## src/rtl/txring_pkg.sv

```systemverilog
package txring_pkg;

  typedef enum logic [2:0] {
    SEL_LO,
    SEL_FLAG,
    SEL_LEN,
    SEL_STAT,
    SEL_BUF
  } addrSel_e;

  typedef enum logic [3:0] {
    ST_IDLE,
    ST_RDFLAG,
    ST_CHKFLAG,
    ST_GETLO,
    ST_GETLEN,
    ST_FETCH,
    ST_LOAD,
    ST_SEND,
    ST_WAITMAC,
    ST_WRSTAT,
    ST_WRFLAG
  } state_e;

  typedef struct packed {
    logic     ldFlag;
    logic     ldLo;
    logic     ldLen;
    logic     ldByte;
    logic     advByte;
    logic     ldStat;
    logic     advIdx;
    logic     wrFlag;
    addrSel_e addrSel;
  } ctrlStrobe_t;

  localparam int WORD_OFS_LO   = 0;
  localparam int WORD_OFS_FLAG = 1;
  localparam int WORD_OFS_LEN  = 2;
  localparam int WORD_OFS_STAT = 3;

endpackage

```

## src/rtl/txring_dpath.sv

```systemverilog
module txring_dpath
  import txring_pkg::*;
#(
  parameter int ADDR_W   = 23,
  parameter int MAX_LOG2 = 7
) (
  input  logic              clk,
  input  logic              rstN,
  input  logic [ADDR_W-1:0] ringBase,
  input  logic [2:0]        ringLog2,
  input  ctrlStrobe_t       strobe,
  input  logic [15:0]       memRdata,
  input  logic [9:0]        macTdr,
  input  logic [4:0]        macRetries,
  input  logic              macAbort,
  input  logic              macLostCarrier,
  input  logic              macLateColl,
  input  logic              macUnderflow,
  input  logic              macDeferred,
  output logic [ADDR_W-1:0] memAddr,
  output logic [15:0]       memWdata,
  output logic [7:0]        txData,
  output logic              ownSeen,
  output logic              countZero,
  output logic              remIsOne
);

  localparam int IDX_W   = MAX_LOG2;
  localparam int BADDR_W = 24;
  localparam int CNT_W   = 12;

  logic [IDX_W-1:0]   idxQ;
  logic [IDX_W-1:0]   sizeMask;
  logic [ADDR_W-1:0]  descBase;
  logic [BADDR_W-1:0] byteAddrQ;
  logic [CNT_W-1:0]   remQ;
  logic [CNT_W-1:0]   lenCount;
  logic [7:0]         hiQ;
  logic [1:0]         stpEnpQ;
  logic [7:0]         byteQ;
  logic [15:0]        statQ;
  logic [7:0]         flagNewQ;
  logic               noEnp;
  logic               errAny;

  always_comb sizeMask = IDX_W'((32'd1 << ringLog2) - 32'd1);

  assign descBase  = ringBase + ADDR_W'({idxQ, 2'b00});
  assign lenCount  = CNT_W'(~memRdata[CNT_W-1:0] + 12'd1);
  assign countZero = (lenCount == '0);
  assign remIsOne  = (remQ == CNT_W'(1));
  assign ownSeen   = memRdata[15];
  assign txData    = byteQ;
  assign noEnp     = ~stpEnpQ[0];
  assign errAny    = macAbort | macLostCarrier | macLateColl | macUnderflow | noEnp;

  always_comb begin
    unique case (strobe.addrSel)
      SEL_LO:   memAddr = descBase + ADDR_W'(WORD_OFS_LO);
      SEL_FLAG: memAddr = descBase + ADDR_W'(WORD_OFS_FLAG);
      SEL_LEN:  memAddr = descBase + ADDR_W'(WORD_OFS_LEN);
      SEL_STAT: memAddr = descBase + ADDR_W'(WORD_OFS_STAT);
      default:  memAddr = ADDR_W'(byteAddrQ >> 1);
    endcase
  end

  assign memWdata = strobe.wrFlag ? {flagNewQ, hiQ} : statQ;

  always_ff @(posedge clk or negedge rstN) begin
    if (!rstN) begin
      idxQ      <= '0;
      hiQ       <= '0;
      stpEnpQ   <= '0;
      byteAddrQ <= '0;
      remQ      <= '0;
      byteQ     <= '0;
      statQ     <= '0;
      flagNewQ  <= '0;
    end else begin
      if (strobe.ldFlag) begin
        hiQ     <= memRdata[7:0];
        stpEnpQ <= memRdata[9:8];
      end
      if (strobe.ldLo)   byteAddrQ <= {hiQ, memRdata};
      if (strobe.ldLen)  remQ      <= lenCount;
      if (strobe.ldByte) byteQ     <= byteAddrQ[0] ? memRdata[7:0] : memRdata[15:8];
      if (strobe.advByte) begin
        byteAddrQ <= byteAddrQ + BADDR_W'(1);
        remQ      <= remQ - CNT_W'(1);
      end
      if (strobe.ldStat) begin
        statQ    <= {noEnp, macUnderflow, 1'b0, macLateColl, macLostCarrier, macAbort, macTdr};
        flagNewQ <= {1'b0, errAny, 1'b0, (macRetries > 5'd1), (macRetries == 5'd1),
                     macDeferred, stpEnpQ};
      end
      if (strobe.advIdx) idxQ <= (idxQ + IDX_W'(1)) & sizeMask;
    end
  end

  AST_IDX_IN_RING: assert property (@(posedge clk) disable iff (!rstN)
    $stable(ringLog2) |-> ((idxQ & ~sizeMask) == '0));

  AST_REM_NONZERO_SEND: assert property (@(posedge clk) disable iff (!rstN)
    strobe.advByte |-> (remQ != '0));

endmodule

```

## src/rtl/txring_ctrl.sv

```systemverilog
module txring_ctrl
  import txring_pkg::*;
(
  input  logic        clk,
  input  logic        rstN,
  input  logic        txDemand,
  input  logic        ownSeen,
  input  logic        countZero,
  input  logic        remIsOne,
  input  logic        txReady,
  input  logic        macDone,
  output ctrlStrobe_t strobe,
  output logic        memRe,
  output logic        memWe,
  output logic        txValid,
  output logic        txLast,
  output logic        txDone
);

  state_e stateQ, stateNext;

  always_ff @(posedge clk or negedge rstN) begin
    if (!rstN) stateQ <= ST_IDLE;
    else       stateQ <= stateNext;
  end

  always_comb begin
    strobe         = '0;
    strobe.addrSel = SEL_FLAG;
    memRe          = 1'b0;
    memWe          = 1'b0;
    txValid        = 1'b0;
    txLast         = 1'b0;
    txDone         = 1'b0;
    stateNext      = stateQ;
    unique case (stateQ)
      ST_IDLE: if (txDemand) stateNext = ST_RDFLAG;
      ST_RDFLAG: begin
        memRe     = 1'b1;
        stateNext = ST_CHKFLAG;
      end
      ST_CHKFLAG: begin
        if (ownSeen) begin
          strobe.ldFlag  = 1'b1;
          strobe.addrSel = SEL_LO;
          memRe          = 1'b1;
          stateNext      = ST_GETLO;
        end else begin
          stateNext = ST_IDLE;
        end
      end
      ST_GETLO: begin
        strobe.ldLo    = 1'b1;
        strobe.addrSel = SEL_LEN;
        memRe          = 1'b1;
        stateNext      = ST_GETLEN;
      end
      ST_GETLEN: begin
        strobe.ldLen = 1'b1;
        stateNext    = countZero ? ST_WAITMAC : ST_FETCH;
      end
      ST_FETCH: begin
        strobe.addrSel = SEL_BUF;
        memRe          = 1'b1;
        stateNext      = ST_LOAD;
      end
      ST_LOAD: begin
        strobe.ldByte = 1'b1;
        stateNext     = ST_SEND;
      end
      ST_SEND: begin
        txValid = 1'b1;
        txLast  = remIsOne;
        if (txReady) begin
          strobe.advByte = 1'b1;
          stateNext      = remIsOne ? ST_WAITMAC : ST_FETCH;
        end
      end
      ST_WAITMAC: begin
        if (macDone) begin
          strobe.ldStat = 1'b1;
          stateNext     = ST_WRSTAT;
        end
      end
      ST_WRSTAT: begin
        strobe.addrSel = SEL_STAT;
        memWe          = 1'b1;
        stateNext      = ST_WRFLAG;
      end
      ST_WRFLAG: begin
        strobe.addrSel = SEL_FLAG;
        strobe.wrFlag  = 1'b1;
        strobe.advIdx  = 1'b1;
        memWe          = 1'b1;
        txDone         = 1'b1;
        stateNext      = ST_RDFLAG;
      end
      default: stateNext = ST_IDLE;
    endcase
  end

  AST_SEND_HOLD: assert property (@(posedge clk) disable iff (!rstN)
    (txValid && !txReady) |=> txValid);

  AST_DONE_SINGLE: assert property (@(posedge clk) disable iff (!rstN)
    txDone |=> !txDone);

endmodule

```

## src/rtl/txring_engine.sv

```systemverilog
module txring_engine
  import txring_pkg::*;
#(
  parameter int ADDR_W   = 23,
  parameter int MAX_LOG2 = 7
) (
  input  logic              clk,
  input  logic              rstN,
  input  logic [ADDR_W-1:0] ringBase,
  input  logic [15:0]       ringLenWord,
  input  logic              txDemand,
  output logic [ADDR_W-1:0] memAddr,
  output logic              memRe,
  output logic              memWe,
  output logic [15:0]       memWdata,
  input  logic [15:0]       memRdata,
  output logic [7:0]        txData,
  output logic              txValid,
  input  logic              txReady,
  output logic              txLast,
  input  logic              macDone,
  input  logic [9:0]        macTdr,
  input  logic [4:0]        macRetries,
  input  logic              macAbort,
  input  logic              macLostCarrier,
  input  logic              macLateColl,
  input  logic              macUnderflow,
  input  logic              macDeferred,
  output logic              txDone
);

  ctrlStrobe_t strobe;
  logic        ownSeen;
  logic        countZero;
  logic        remIsOne;
  logic        unusedCfg;

  assign unusedCfg = ^ringLenWord[12:0];

  txring_ctrl u_ctrl (
    .clk       (clk),
    .rstN      (rstN),
    .txDemand  (txDemand),
    .ownSeen   (ownSeen),
    .countZero (countZero),
    .remIsOne  (remIsOne),
    .txReady   (txReady),
    .macDone   (macDone),
    .strobe    (strobe),
    .memRe     (memRe),
    .memWe     (memWe),
    .txValid   (txValid),
    .txLast    (txLast),
    .txDone    (txDone)
  );

  txring_dpath #(.ADDR_W(ADDR_W), .MAX_LOG2(MAX_LOG2)) u_dpath (
    .clk            (clk),
    .rstN           (rstN),
    .ringBase       (ringBase),
    .ringLog2       (ringLenWord[15:13]),
    .strobe         (strobe),
    .memRdata       (memRdata),
    .macTdr         (macTdr),
    .macRetries     (macRetries),
    .macAbort       (macAbort),
    .macLostCarrier (macLostCarrier),
    .macLateColl    (macLateColl),
    .macUnderflow   (macUnderflow),
    .macDeferred    (macDeferred),
    .memAddr        (memAddr),
    .memWdata       (memWdata),
    .txData         (txData),
    .ownSeen        (ownSeen),
    .countZero      (countZero),
    .remIsOne       (remIsOne)
  );

  AST_RELEASE_OWN: assert property (@(posedge clk) disable iff (!rstN)
    txDone |-> (memWe && !memWdata[15]));

  AST_STATUS_FIRST: assert property (@(posedge clk) disable iff (!rstN)
    txDone |-> $past(memWe));

  AST_MEM_EXCL: assert property (@(posedge clk) disable iff (!rstN)
    !(memRe && memWe));

  AST_DATA_STABLE: assert property (@(posedge clk) disable iff (!rstN)
    (txValid && !txReady) |=> ($stable(txData) && $stable(txLast)));

endmodule

```

## config.mk

```make
export PLATFORM = sky130hd
export DESIGN_NAME = txring_engine
export DESIGN_NICKNAME = d
export VERILOG_FILES = /design/src/rtl/txring_pkg.sv /design/src/rtl/txring_dpath.sv /design/src/rtl/txring_ctrl.sv /design/src/rtl/txring_engine.sv
export SDC_FILE = /design/constraint.sdc
export NUM_CORES = 1
export LEC_CHECK = 0
export BUFFER_PORTS_ARGS = -buffer_cell sky130_fd_sc_hd__buf_4
export CAP_MARGIN = 40
export CORE_UTILIZATION = 60
export DETAILED_ROUTE_END_ITERATION = 10
export PLACE_DENSITY = 0.88
export SLEW_MARGIN = 5
export SYNTH_ARGS = -nofsm -noshare
export SYNTH_HDL_FRONTEND = slang
export SYNTH_SLANG_ARGS = --single-unit
```

## constraint.sdc

```tcl
create_clock -name clk -period 4.8 [get_ports clk]
set_input_delay 0 -clock clk [delete_from_list [all_inputs] [get_ports clk]]
set_output_delay 0 -clock clk [all_outputs]
set_load 0.05 [all_outputs]
```

==> impl_metrics.toml, run 1 <==
[power]
p_int_uw = 1786
switching_power_uw = 1813
power.total_uw = 3599
power_leakage_uw = 0.003598
power_density_nw_per_um2 = 438.4
p_clk_frac = 0.129
power_frac_comb = 0.519
vdd_drop_max_v = 0.0003546
seqPwrFrac = 0.352
switching_share = 0.5037

[worst_setup_path]
slowest_delay_ps = 530
crit_fanout = 6
cp-end-kind = "output pin"
arrival_ps = 4230
start_kind = "register"
slowest_stage = "nor4b_1"
path_cells = "ha_1, fa_1, a211oi_4, o21ai_0, xor2_1, nand4_1, nor4b_1, a31oi_1, o21ba_2, a221oi_1, buf_4"
worstSetupPathType = "reg -> out"
critPathTopFamily = "compound AO/OA/AOI/OAI gates"
crit_buf_inv = 1
crit_required_ps = 4800

[timing]
hold_violations = 0
setup_viol = 0
rsz0062_at_grt = "no"
fin_crit_ps = 4226
slew_violations = 0
worstMarginPinSlew_ps = 968.3
slew-limit-headroom = 0.3485
timing.final.ws_setup_ps = 574.0
min_period_over_period = 0.8804
fmax_ghz = 0.2366
fin_worst_skew_ps = 12.08
finalSetupTns_ps = 0

[global_routing]
grt_pass1_wl_um = 33710
grt_max_degree = 57
grt_usage = 0.3764
antenna_found_initial = 0
grt.overflow.total = 0
grt_pass1_vias = 6635

[route]
wl_um = 21120
firstDrtPassIters = 5
drt_iter0_drc = 725
vias = 7303
final_antenna_net_count = 0
drc = 0
routed_via_density = 6.446
wl_per_cell_um = 18.64

[clock_tree]
cts_root_buffer = "clkbuf_8"
post_cts_buffers = 0
clkSinkCount = 86
cts_hold_buffers = 42
clk_latency_ps = 370
cts_tree = "yes"
cts.path.max_buffers = 2
clk_pin_slew_ps = 90
h-tree-depth = 3
cts-resized-gates = 0
numCtsBuffers = 9

[synth]
ys_types = 75
synth_edf_count = 0
ys_seq_elements = 86
syn-cell-area_sq_um = 6625
ys.flop_type = "dfrtp_1"
async_flop_share = 1.000
synth_nets = 948
ys_seq_area_frac = 0.3248
syn_inst = 852
avgSynthCellArea_sq_um = 7.776
ys_warn_count = 0

[place]
gp_congestion = 0.9746
place_ws_ps = 994.0
portBuffers = 117
place_hpwl_um = 14730

[floorplan]
die_y_um = 107.1
ios = 132
start_util = 0.6138
placementRows = 38
core_area_sq_um = 10790
die-area_sq_um = 11470
die_w_um = 107.1

[job]
cap_violations = 0

[layout]
antenna_cells = 0
num-fill-cells = 820
syn_to_final_growth_pct = 23.93
layout.nets = 1084
drive_gt1_frac = 0.1843

[worst_hold_path]
hold_path.class = "in -> reg"

[run_status]
outcome = "finished, final reports clean"
layout make-up:
| class | instances | area, sq um | area share |
|---|---|---|---|
| Tap cell | 140 | 175.2 | 0.02133 |
| Clock buffer | 11 | 131.4 | 0.01600 |
| Inverter | 20 | 75.07 | 0.009144 |
| Clock inverter | 5 | 36.28 | 0.004419 |
| Multi-Input combinational cell | 699 | 4209 | 0.5126 |
| Sequential cell | 86 | 2152 | 0.2621 |
| Timing Repair Buffer | 172 | 1431 | 0.1743 |
power groups by stage:
stage | Combinational, uW | Sequential (uW) | Clock [uW]
2_1_floorplan | 1250 | 1220 | 0
3_3_place_gp | 1750 | 1250 | 0
3_5_place_dp | 1800 | 1260 | 0
4_1_cts | 1830 | 1250 | 464
5_1_grt | 2010 | 1290 | 493
6_report | 1870 | 1270 | 466
path summary, 6_finish.rpt:
check	startpoint	cells past startpoint	endpoint	slack (ps)
hold reg to reg	u_dpath.flagNewQ[3]$_DFFE_PN0P_	2	u_dpath.flagNewQ[3]$_DFFE_PN0P_	500
min in group asynchronous	rstN	3	u_dpath.byteAddrQ[12]$_DFFE_PN0P_	160
setup reg to reg	u_ctrl.stateQ[3]$_DFFE_PN0P_	6	u_dpath.idxQ[0]$_DFFE_PN0P_	1560
hold / removal	memRdata[10]	3	u_dpath.byteAddrQ[10]$_DFFE_PN0P_	10
setup / recovery	u_dpath.idxQ[0]$_DFFE_PN0P_	11	memAddr[19]	570
max in group asynchronous	rstN	3	u_dpath.byteAddrQ[19]$_DFFE_PN0P_	3960
sequential cells by signal, indices dropped and copies added, names as in the netlist:
name,cells
u_dpath.byteAddrQ,24
u_dpath.flagNewQ,6
u_dpath.idxQ,7
u_dpath.txData,8
u_ctrl.stateQ,4
u_dpath.stpEnpQ,2
u_dpath.hiQ,8
u_dpath.remQ,12
u_dpath.statQ,15
layout by cell type, fill, tap and decap left out, types with 5 or more instances in the layout:
master and instances:
a211oi_1 11, a21o_1 7, a21oi_1 60, a221o_1 8, a31oi_1 13, and3_1 8
buf_4 127, clkbuf_8 9, dfrtp_1 86, dlygate4sd3_1 42, ha_1 14, inv_1 20
mux2_2 17, mux2i_1 10, nand2_1 148, nand2b_1 8, nand3_1 33, nand4_1 9
nor2_1 97, nor2b_1 7, nor3_1 24, nor3b_1 5, nor4_1 10, nor4b_1 5
o211ai_1 5, o21ai_0 57, o221ai_1 5, o22ai_1 11, or3_1 6, or4_1 5
xnor2_1 12, xor2_1 15
routing by layer:
metal,GRT usage,vias up,wire length [um],share of wire
met5,0,-,0,0
met4,0.1145,0,652,0.031
met3,0.08024,69,2477,0.12
met2,0.6106,445,9874,0.47
met1,0.5039,3426,8117,0.38
li1,-,3363,-,-
cells in the mapped netlist, types with 5 or more instances:
cell / instances / area [sq um]
buf_2: 7 / 35.03
nor3b_1: 5 / 37.54
mux2i_1: 10 / 100.1
xor2_1: 15 / 131.4
nand2_1: 148 / 555.5
nand3_1: 33 / 165.2
mux2_2: 17 / 191.4
nand2b_1: 8 / 50.05
and3_1: 8 / 50.05
o211ai_1: 5 / 37.54
ha_1: 14 / 175.2
o21ai_0: 57 / 285.3
o221ai_1: 5 / 43.79
clkbuf_1: 39 / 146.4
or3_1: 6 / 37.54
nand4_1: 9 / 56.30
nor4_1: 10 / 62.56
dfrtp_1: 86 / 2152
nor2_1: 97 / 364.1
a21o_1: 7 / 52.55
nor2b_1: 7 / 43.79
a211oi_1: 11 / 82.58
a221o_1: 8 / 80.08
or4_1: 5 / 37.54
nor3_1: 24 / 120.1
xnor2_1: 12 / 105.1
a21oi_1: 60 / 300.3
nor4b_1: 5 / 43.79
inv_1: 20 / 75.07
a31oi_1: 13 / 81.33
o22ai_1: 11 / 68.82
per-stage QoR:
| stage | cell area (sq um) | cells | utilization | hold WS, ps |
|---|---|---|---|---|
| floorplan | 6625 | 852 | - | -295.6 |
| global placement | 7557 | 1071 | 0.7002 | -176.8 |
| detailed placement | 7622 | 1075 | 0.7062 | -176.2 |
| CTS | 8210 | 1133 | 0.7607 | 5.814 |
| global route | 8210 | 1133 | 0.7607 | 30.10 |
| finish | 8210 | 1133 | 0.7607 | 14.96 |
cell families (layout without fill, tap and decap cells):
| kind of cell | count (synthesis) | count (layout) | synth area share |
|---|---|---|---|
| flip-flops | 86 | 86 | 0.3248 |
| multiplexers | 27 | 27 | 0.04400 |
| buffers and inverters | 67 | 208 | 0.03985 |
| XOR/XNOR | 29 | 29 | 0.04060 |
| AND/OR/NAND/NOR | 391 | 391 | 0.2820 |
| other | 1 | 1 | 0.0005660 |
| adder cells (fa/ha/maj) | 16 | 16 | 0.03248 |
| AO/OA/AOI/OAI | 235 | 235 | 0.2357 |
worst min-delay path, cell delays in order:
cell and delay (ps):
buf_4 100, inv_1 90, o21ai_0 160
Power figures use the tool's default switching activity.
==> run 2, diff against run 1 <==
--- a/config.mk
+++ b/config.mk
@@ -7,9 +7,9 @@
 export LEC_CHECK = 0
 export BUFFER_PORTS_ARGS = -buffer_cell sky130_fd_sc_hd__buf_4
 export CAP_MARGIN = 40
-export CORE_UTILIZATION = 60
+export CORE_UTILIZATION = 55
 export DETAILED_ROUTE_END_ITERATION = 10
-export PLACE_DENSITY = 0.88
+export PLACE_DENSITY = 0.82
 export SLEW_MARGIN = 5
 export SYNTH_ARGS = -nofsm -noshare
 export SYNTH_HDL_FRONTEND = slang
==> impl_metrics.toml, run 2 (synthesis results as in run 1) <==
[floorplan]
ios = 132
core_area_sq_um = 11560
die_y_um = 111.8
placementRows = 39
die-area_sq_um = 12490
start_util = 0.5729
die_w_um = 111.8

[worst_setup_path]
start_kind = "register"
crit_fanout = 6
worstSetupPathType = "reg -> out"
cp-end-kind = "output pin"
crit_required_ps = 4800
r2r_cells = 5
arrival_ps = 4150

[run_status]
outcome = "finished with violations"
violations = "DRC"

[layout]
ff_latch_area_sq_um = 2152
final_common_cell = "nand2_1"
multi_input_area_sq_um = 4209
antenna_cells = 0
reg_top3 = "u_dpath.byteAddrQ x24, u_dpath.statQ x15, u_dpath.remQ x12"
largest_reg_flops = 24
largest_register = "u_dpath.byteAddrQ"
design_area_sq_um = 8274
drive_gt1_frac = 0.1830
layout.nets = 1081
num-fill-cells = 915
mostFrequentLayoutCells = "nand2_1 (148), buf_4 (126), nor2_1 (97)"
syn_to_final_growth_pct = 24.89

[clock_tree]
numCtsBuffers = 9
clkSinkCount = 86
cts_tree = "yes"
cts_root_buffer = "clkbuf_16"
h-tree-depth = 3
cts.path.max_buffers = 2
clk_latency_ps = 350
clk_pin_slew_ps = 60

[worst_hold_path]
hold_path.class = "in -> reg"
min_delay_path_depth = 3

[timing]
slew_violations = 0
fin_crit_ps = 4148
min_period_over_period = 0.8642
worstMarginPinSlew_ps = 955.9
hold_violations = 0
fin_worst_skew_ps = 8.886
setup_viol = 0
finalSetupTns_ps = 0
fmax_ghz = 0.2411
rsz0062_at_grt = "no"
slew-limit-headroom = 0.3569

[route]
vias = 7136
wl_um = 21100
routed_via_density = 6.304
drc = 9
drt_iter0_drc = 804
final_antenna_net_count = 0
firstDrtPassIters = 9
wl_per_cell_um = 18.64

[global_routing]
grt_max_degree = 67
grt_usage = 0.3437
grt_pass1_wl_um = 33950
antenna_found_initial = 0
grt.overflow.total = 0
grt_pass1_vias = 6484

[place]
placed_area_sq_um = 7607
gp_congestion = 0.9678
portBuffers = 117
place_hpwl_um = 14510

[power]
vdd_drop_max_v = 0.0003412
power.total_uw = 3780
power_leakage_uw = 0.003641
power_density_nw_per_um2 = 456.8

[job]
cap_violations = 0
==> run 2: path summary, 6_finish.rpt <==
path,start,to,slack [ps]
worst max-delay path,u_dpath.idxQ[0]$_DFFE_PN0P_,memAddr[21],650
min in group asynchronous,rstN,u_dpath.idxQ[3]$_DFFE_PN0P_,70
max in group asynchronous,rstN,u_dpath.byteAddrQ[13]$_DFFE_PN0P_,3960
worst min register to register,u_dpath.statQ[15]$_DFFE_PN0P_,u_dpath.statQ[15]$_DFFE_PN0P_,480
worst max register to register,u_ctrl.stateQ[3]$_DFFE_PN0P_,u_dpath.idxQ[5]$_DFFE_PN0P_,1950
worst min-delay path,memRdata[10],u_dpath.byteAddrQ[10]$_DFFE_PN0P_,50
==> run 2: per-layer routing <==
metal | vias to the layer above | routed length [um] | GRT usage
li1 | 3363 | - | -
met1 | 3334 | 8556 | 0.4537
met2 | 401 | 9915 | 0.5532
met5 | - | 0 | 0
met3 | 38 | 2237 | 0.09472
met4 | 0 | 388 | 0.09640
==> run 2: through the flow <==
| stage | cells | utilization | hold WS, ps | setup slack, ps |
|---|---|---|---|---|
| floorplan | 852 | - | -295.6 | 703.7 |
| global placement | 1073 | 0.6531 | -105.3 | 1062 |
| detailed placement | 1077 | 0.6578 | -109.2 | 1031 |
| CTS | 1132 | 0.7155 | 35.25 | 650.3 |
| global route | 1132 | 0.7155 | 69.40 | 332.4 |
| finish | 1132 | 0.7155 | 50.53 | 652.0 |
==> run 2: critical path, cell delays in order (launching register included) <==
cell and delay, ps:
dfrtp_1 420, ha_1 260, fa_1 460, a211oi_4 350
o21ai_0 160, xor2_1 430, nand3_2 200, or4b_1 560
or4_1 480, a21oi_1 160, a211oi_1 90, buf_4 220
==> run 2: power breakdown <==
part	internal (uW)	total, uW	switching, uW
logic	638	1860	1220
clock network	360	649	289
registers	955	1270	315
total	1950	3780	1830
==> run 2: final cells by class <==
cell class                 instances  area share
sequential                        86      0.2601
multi-input combinational        699      0.5087
clock inverter                     4    0.002873
timing repair buffer             169      0.1683
inverter                          20    0.009073
clock buffer                      11     0.02934
tap                              143     0.02162
==> run 2: repair_timing <==
action	in CTS	in global routing
setup endpoints to repair	0	0
hold buffers	40	0
gates resized for setup	0	0
setup buffers	0	0
hold endpoints to repair	66	0
